File: config.mk
export PLATFORM = sky130hd
export DESIGN_NAME = fuse_trim_prog
export DESIGN_NICKNAME = d
export VERILOG_FILES = /design/src/rtl/fuse_trim_pkg.sv /design/src/rtl/ftp_fuse_bank.sv /design/src/rtl/ftp_seq.sv /design/src/rtl/fuse_trim_prog.sv
export SDC_FILE = /design/constraint.sdc
export NUM_CORES = 1
export LEC_CHECK = 0
export ABC_AREA = 1
export BUFFER_PORTS_ARGS = -buffer_cell sky130_fd_sc_hd__buf_4
export CAP_MARGIN = 20
export CELL_PAD_IN_SITES_DETAIL_PLACEMENT = 1
export CELL_PAD_IN_SITES_GLOBAL_PLACEMENT = 1
export CORE_UTILIZATION = 46
export DETAILED_ROUTE_END_ITERATION = 16
export GPL_ROUTABILITY_DRIVEN = 1
export PLACE_DENSITY = 0.81
export SLEW_MARGIN = 10
export SYNTH_ARGS = -nofsm -noshare
export SYNTH_HDL_FRONTEND = slang
export SYNTH_HIERARCHICAL = 1
export SYNTH_SLANG_ARGS = --single-unit
File: constraint.sdc
create_clock -name clk -period 7.6 [get_ports clk]
set_input_delay 0.76 -clock clk [delete_from_list [all_inputs] [get_ports clk]]
set_output_delay 0.76 -clock clk [all_outputs]
set_load 0.01 [all_outputs]
File: src/rtl/fuse_trim_pkg.sv
package fuse_trim_pkg;

    typedef enum logic [2:0] {
        ST_IDLE,
        ST_SELECT,
        ST_ADDRESS,
        ST_HOLD,
        ST_FAULT
    } prog_st_e;

endpackage

File: src/rtl/ftp_fuse_bank.sv
module ftp_fuse_bank #(
    parameter int W     = 6,
    parameter int IDX_W = 3
) (
    input  logic             clk,
    input  logic             rst_n,
    input  logic             blow_i,
    input  logic [IDX_W-1:0] idx_i,
    output logic [W-1:0]     fuse_o
);

    logic [W-1:0] fuse_d, fuse_q;

    always_comb begin
        fuse_d = fuse_q;
        if (blow_i) begin
            fuse_d = fuse_q | (W'(1) << idx_i);
        end
    end

    always_ff @(posedge clk or negedge rst_n) begin
        if (!rst_n) fuse_q <= '0;
        else        fuse_q <= fuse_d;
    end

    assign fuse_o = fuse_q;

    // a burned bit never returns to 0
    p_fuse_sticky_r9: assert property (@(posedge clk) disable iff (!rst_n)
        1'b1 |=> (($past(fuse_q) & ~fuse_q) == '0));

    // at most one new bit per clock
    p_one_bit_per_blow_r6: assert property (@(posedge clk) disable iff (!rst_n)
        1'b1 |=> ($countones(fuse_q ^ $past(fuse_q)) <= 1));

    // without a request the array is unchanged
    p_no_spontaneous_burn_r8: assert property (@(posedge clk) disable iff (!rst_n)
        !blow_i |=> $stable(fuse_q));

endmodule

File: src/rtl/ftp_seq.sv
module ftp_seq
    import fuse_trim_pkg::*;
#(
    parameter int SENS_W = 6,
    parameter int OFS_W  = 5,
    parameter int CODE_W = 6,
    parameter int NREG   = 2,
    parameter int KEY_W  = 3,
    parameter int SEL_W  = 1,
    parameter int IDX_W  = 3
) (
    input  logic              clk,
    input  logic              rst_n,
    input  logic              pwr_cyc_i,
    input  logic              mid_i,
    input  logic              high_i,
    input  logic              locked_i,
    output logic              try_act_o,
    output logic [SEL_W-1:0]  sel_o,
    output logic [CODE_W-1:0] code_o,
    output logic              blow_o,
    output logic [SEL_W-1:0]  blow_sel_o,
    output logic [IDX_W-1:0]  blow_idx_o
);

    localparam logic [KEY_W-1:0] KEY_MAX = '1;
    localparam logic [KEY_W-1:0] KEY_TOP = KEY_W'(NREG);

    typedef struct packed {
        prog_st_e          st;
        logic [KEY_W-1:0]  key;
        logic [SEL_W-1:0]  sel;
        logic [CODE_W-1:0] code;
        logic              blow;
        logic [IDX_W-1:0]  idx;
    } seq_t;

    seq_t q, d;

    function automatic logic [CODE_W-1:0] max_code(input logic [SEL_W-1:0] s);
        if (s == '0) max_code = CODE_W'((1 << SENS_W) - 1);
        else         max_code = CODE_W'(1 << OFS_W);
    endfunction

    function automatic logic [IDX_W-1:0] bit_pos(input logic [CODE_W-1:0] c);
        bit_pos = '0;
        for (int i = 0; i < CODE_W; i++) begin
            if (c[i]) bit_pos = IDX_W'(i);
        end
    endfunction

    always_comb begin
        d      = q;
        d.blow = 1'b0;
        if (pwr_cyc_i) begin
            d.st   = ST_IDLE;
            d.key  = '0;
            d.code = '0;
        end else begin
            case (q.st)
                ST_IDLE: begin
                    if (high_i && !locked_i) begin
                        d.st  = ST_SELECT;
                        d.key = '0;
                    end
                end
                ST_SELECT: begin
                    if (high_i) begin
                        if (q.key != '0 && q.key <= KEY_TOP) begin
                            d.st   = ST_ADDRESS;
                            d.sel  = SEL_W'(q.key - 1'b1);
                            d.code = '0;
                        end else begin
                            d.st = ST_FAULT;
                        end
                    end else if (mid_i && q.key != KEY_MAX) begin
                        d.key = q.key + 1'b1;
                    end
                end
                ST_ADDRESS: begin
                    if (high_i) begin
                        if ($onehot(q.code) && !locked_i) begin
                            d.st   = ST_HOLD;
                            d.blow = 1'b1;
                            d.idx  = bit_pos(q.code);
                        end else begin
                            d.st = ST_FAULT;
                        end
                    end else if (mid_i && q.code < max_code(q.sel)) begin
                        d.code = q.code + 1'b1;
                    end
                end
                default: ;
            endcase
        end
    end

    always_ff @(posedge clk or negedge rst_n) begin
        if (!rst_n) begin
            q.st   <= ST_IDLE;
            q.key  <= '0;
            q.sel  <= '0;
            q.code <= '0;
            q.blow <= 1'b0;
            q.idx  <= '0;
        end else begin
            q <= d;
        end
    end

    assign try_act_o  = (q.st == ST_ADDRESS) || (q.st == ST_HOLD);
    assign sel_o      = q.sel;
    assign code_o     = q.code;
    assign blow_o     = q.blow;
    assign blow_sel_o = q.sel;
    assign blow_idx_o = q.idx;

    p_idle_ignores_mid_r2: assert property (@(posedge clk) disable iff (!rst_n)
        (q.st == ST_IDLE && mid_i && !high_i && !pwr_cyc_i) |=> (q.st == ST_IDLE && q.key == '0));

    p_code_monotonic_r4: assert property (@(posedge clk) disable iff (!rst_n)
        (q.st == ST_ADDRESS && !pwr_cyc_i) |=> (q.code >= $past(q.code)));

    p_code_ceiling_r5: assert property (@(posedge clk) disable iff (!rst_n)
        (q.st == ST_ADDRESS) |-> (q.code <= max_code(q.sel)));

    p_blow_in_hold_r6: assert property (@(posedge clk) disable iff (!rst_n)
        q.blow |-> (q.st == ST_HOLD && q.code[q.idx]));

    p_hold_is_final_r8: assert property (@(posedge clk) disable iff (!rst_n)
        (q.st == ST_HOLD && !pwr_cyc_i) |=> (q.st == ST_HOLD && !q.blow));

    p_fault_is_final_r7: assert property (@(posedge clk) disable iff (!rst_n)
        (q.st == ST_FAULT && !pwr_cyc_i) |=> (q.st == ST_FAULT && !q.blow));

    p_locked_stays_idle_r10: assert property (@(posedge clk) disable iff (!rst_n)
        (q.st == ST_IDLE && locked_i) |=> (q.st == ST_IDLE));

    p_pwr_wins_r11: assert property (@(posedge clk) disable iff (!rst_n)
        pwr_cyc_i |=> (q.st == ST_IDLE && !q.blow));

endmodule

File: src/rtl/fuse_trim_prog.sv
module fuse_trim_prog #(
    parameter int SENS_W = 6,
    parameter int OFS_W  = 5,
    parameter int KEY_W  = 3
) (
    input  logic                                   clk,
    input  logic                                   rst_n,
    input  logic                                   pwr_cycle,
    input  logic                                   mid_pulse,
    input  logic                                   high_pulse,
    output logic [SENS_W-1:0]                      sens_trim,
    output logic [OFS_W-1:0]                       ofs_trim,
    output logic                                   trim_locked,
    output logic                                   blow_en,
    output logic                                   blow_reg,
    output logic [$clog2((SENS_W > OFS_W) ? SENS_W : OFS_W + 1)-1:0] blow_bit
);

    localparam int NREG   = 2;
    localparam int SEL_W  = 1;
    localparam int CODE_W = (SENS_W > OFS_W) ? SENS_W : OFS_W + 1;
    localparam int IDX_W  = $clog2(CODE_W);

    logic              try_act;
    logic [SEL_W-1:0]  sel;
    logic [CODE_W-1:0] code;
    logic              blow;
    logic [SEL_W-1:0]  blow_sel;
    logic [IDX_W-1:0]  blow_idx;
    logic [CODE_W-1:0] fuse   [NREG];
    logic [CODE_W-1:0] eff    [NREG];

    ftp_seq #(
        .SENS_W (SENS_W),
        .OFS_W  (OFS_W),
        .CODE_W (CODE_W),
        .NREG   (NREG),
        .KEY_W  (KEY_W),
        .SEL_W  (SEL_W),
        .IDX_W  (IDX_W)
    ) u_seq (
        .clk        (clk),
        .rst_n      (rst_n),
        .pwr_cyc_i  (pwr_cycle),
        .mid_i      (mid_pulse),
        .high_i     (high_pulse),
        .locked_i   (trim_locked),
        .try_act_o  (try_act),
        .sel_o      (sel),
        .code_o     (code),
        .blow_o     (blow),
        .blow_sel_o (blow_sel),
        .blow_idx_o (blow_idx)
    );

    for (genvar r = 0; r < NREG; r++) begin : g_bank
        ftp_fuse_bank #(
            .W     (CODE_W),
            .IDX_W (IDX_W)
        ) u_bank (
            .clk    (clk),
            .rst_n  (rst_n),
            .blow_i (blow && (blow_sel == SEL_W'(r))),
            .idx_i  (blow_idx),
            .fuse_o (fuse[r])
        );

        always_comb begin
            eff[r] = fuse[r];
            if (try_act && sel == SEL_W'(r)) eff[r] = fuse[r] | code;
        end
    end

    assign sens_trim   = eff[0][SENS_W-1:0];
    assign ofs_trim    = eff[1][OFS_W-1:0];
    assign trim_locked = fuse[1][OFS_W];
    assign blow_en     = blow;
    assign blow_reg    = blow_sel;
    assign blow_bit    = blow_idx;

    p_no_blow_when_locked_r10: assert property (@(posedge clk) disable iff (!rst_n)
        blow_en |-> !trim_locked);

    p_unselected_fuse_only_r12: assert property (@(posedge clk) disable iff (!rst_n)
        (try_act && sel == 1'b1) |-> (sens_trim == fuse[0][SENS_W-1:0]));

    p_lock_bit_hidden_r5: assert property (@(posedge clk) disable iff (!rst_n)
        (ofs_trim == (fuse[1][OFS_W-1:0] | ((try_act && sel == 1'b1) ? code[OFS_W-1:0] : '0))));

endmodule

==> impl_metrics.toml <==
[status]
status = "finished, final reports clean"

[global_route]
overflow = 0
grt_max_degree = 30
grt_pass1_wl_mm = 8.638
grt_pass1_vias = 1782
antenna_found_initial = 0
grt_use_total_pct = 23.13

[floorplan]
ios = 22
die_w_um = 69.82
rows = 24
coreArea_um2 = 4384
start_util_pct = 48.26
chipHeight_um = 69.82
die_area_um2 = 4875

[power_and_ir_drop]
max-vdd-ir-drop_mv = 0.1186
powerDensity_nw_per_um2 = 197.9
leakagePower_uw = 0.001314

[drt]
wl_met1_mm = 2.319
wire_per_inst_um = 14.00
vias_per_cell = 4.910
ant_nets = 0
drt-pass1-iter-count = 4
top_layer = "met4"
drc = 0
wl_met2_mm = 2.499
dr_total_vias = 1748
route.met3.wl_um = 93
wl_mm = 4.985
drt_iter0_markers = 81

[clock_network]
cts_buffers = 5
htree_levels = 2
post-cts-setup-buffers = 0
clk_pin_slew_worst_paths_ns = 0.08
insertion_delay_ns = 0.29
cts_buffer_depth = 2
root_buffer = "clkbuf_8"
clkSinkCount = 29
cts_tree = "built"
post_cts_resized = 0
holdBufCountCts = 0

[final_layout]
diodes = 0
final_cell_mix = "nand2_1, inv_1, dfrtp_1"
final_common_cell = "nand2_1"
syn_to_final_growth_pct = 10.35
layout-drive-gt1-share_pct = 19.74
stdcell_area_um2 = 2335
final_nets = 321

[min_path]
hold_path_class = "in2async"

[sta]
fmax_mhz = 324.6
tightest_slew_ns = 0.7765
timing.slew.headroom_pct = 48.04
skew_ns = 0.01152
setup-tns-final_ns = 0
post-route-min-period_ns = 3.081
final_max_slew_viol_count = 0
hold_violations = 0
period_share_pct = 40.54
rsz0062_at_grt = "false"
setup_viol = 0

[synthesis]
syn_avg_cell_area_um2 = 7.372
syn_inst = 287
ys_seq_elements = 29
syn_area_um2 = 2116
synth-seq-area-share_pct = 34.30
yosysWarnings = 6
syn_nets = 305
yosysUniqueCellTypes = 25

[placed_design]
placed_area_um2 = 2248
place.gp.congestion = 0.8825
io_buffers = 21
dp_hpwl_mm = 3.631

[worst_setup_path]
crit_type = "reg2reg"
crit_path_end_kind = "register"
setup.worst_path.start_class = "register"
path_max_fanout = 9
worstPathRequired_ns = 7.83
worstPathArrival_ns = 3.31

[flow_run]
cap_violations = 0
## sequential cells by signal, summed over array words and instances, names as in the netlist
name / cells
u_seq/code_o: 6
u_seq/blow_o: 1
u_seq/blow_sel_o: 1
u_seq/q: 6
u_seq/blow_idx_o: 3
g_bank.u_bank/fuse_o: 12
## stage by stage
step                hold slack, ns  total power [uW]  setup slack, ns  util [%]  instances
finish                      0.3909             461.9            4.519     53.25        356
global placement            0.4449             335.2            4.573     51.28        348
global route                0.4202             494.1            4.267     53.25        356
detailed placement          0.4514             339.2            4.536     51.28        348
floorplan                   0.4333             303.5            4.813         -        287
CTS                         0.3990             469.9            4.511     53.25        356
## routing by layer
metal,track usage (%),vias to the layer above
met3,3.924,6
met4,8.000,0
met2,39.42,18
met1,29.52,834
li1,-,890
met5,0,-
## synth_stat cells
master	instances	area (um2)
nand2_1	85	319.1
inv_1	55	206.5
dfrtp_1	29	725.7
nand3_1	22	110.1
nor2_1	21	78.83
buf_4	12	90.09
ha_1	10	125.1
inv_2	8	30.03
nor2_4	7	78.83
o21ai_1	7	35.03
a21oi_1	4	20.02
nand2_4	4	45.04
nor2_2	4	25.02
fa_1	3	60.06
nor4_1	3	18.77
o21ai_0	3	15.01
nand3b_4	2	40.04
a211oi_4	1	20.02
a21oi_4	1	16.27
a2bb2oi_1	1	8.760
a31oi_1	1	6.260
nand2_2	1	6.260
nor3_2	1	10.01
nor3_4	1	16.27
o21ai_2	1	8.760
## path summary, 6_finish.rpt
kind / start / slack (ns) / endpoint / cells after the start
max in group asynchronous: rst_n / 6.91 / u_seq/q[11] / 1
hold reg to reg: g_bank[1].u_bank/fuse_o[2] / 0.46 / g_bank[1].u_bank/fuse_o[2] / 2
setup reg to reg: u_seq/code_o[3] / 4.52 / u_seq/blow_idx_o[1] / 13
hold / removal: rst_n / 0.39 / u_seq/code_o[2] / 1
setup / recovery: u_seq/code_o[3] / 4.52 / u_seq/blow_idx_o[1] / 13
min in group clk: g_bank[1].u_bank/fuse_o[2] / 0.46 / g_bank[1].u_bank/fuse_o[2] / 2
## cells by family after synthesis
family                   count (synthesis)  synth area share, %
flip-flops                              29                34.30
adder cells (fa/ha/maj)                 13                8.752
AND/OR/NAND/NOR                        151                35.36
buffers and inverters                   75                15.43
AO/OA/AOI/OAI                           19                6.150
## report_power, final
group	switching [uW]	leakage (uW)	internal [uW]
sequential	27.6	0.000396	166
combinational	89.3	0.000875	50.5
clock	65.3	0.0000439	63.1
## final cells by class
cell class                      instances  area, um2
Multi-Input combinational cell        183       1064
Clock inverter                          3      17.52
Clock buffer                            5      68.82
Tap cell                               52      65.06
Sequential cell                        29      725.7
Timing Repair Buffer                   21      157.7
Fill cell                             573       2049
Inverter                               63      236.5
## critical path, cell delays in order, from the launching register on
cell	delay, ns
dfrtp_1	0.52
inv_1	0.14
fa_1	0.47
fa_1	0.50
inv_1	0.04
ha_1	0.18
fa_1	0.43
inv_1	0.06
nand3_1	0.15
nor2_4	0.13
nand2_2	0.10
nor3_2	0.14
o21ai_1	0.09
nand2_1	0.07
Note: power is estimated with default switching activity, not from simulation.
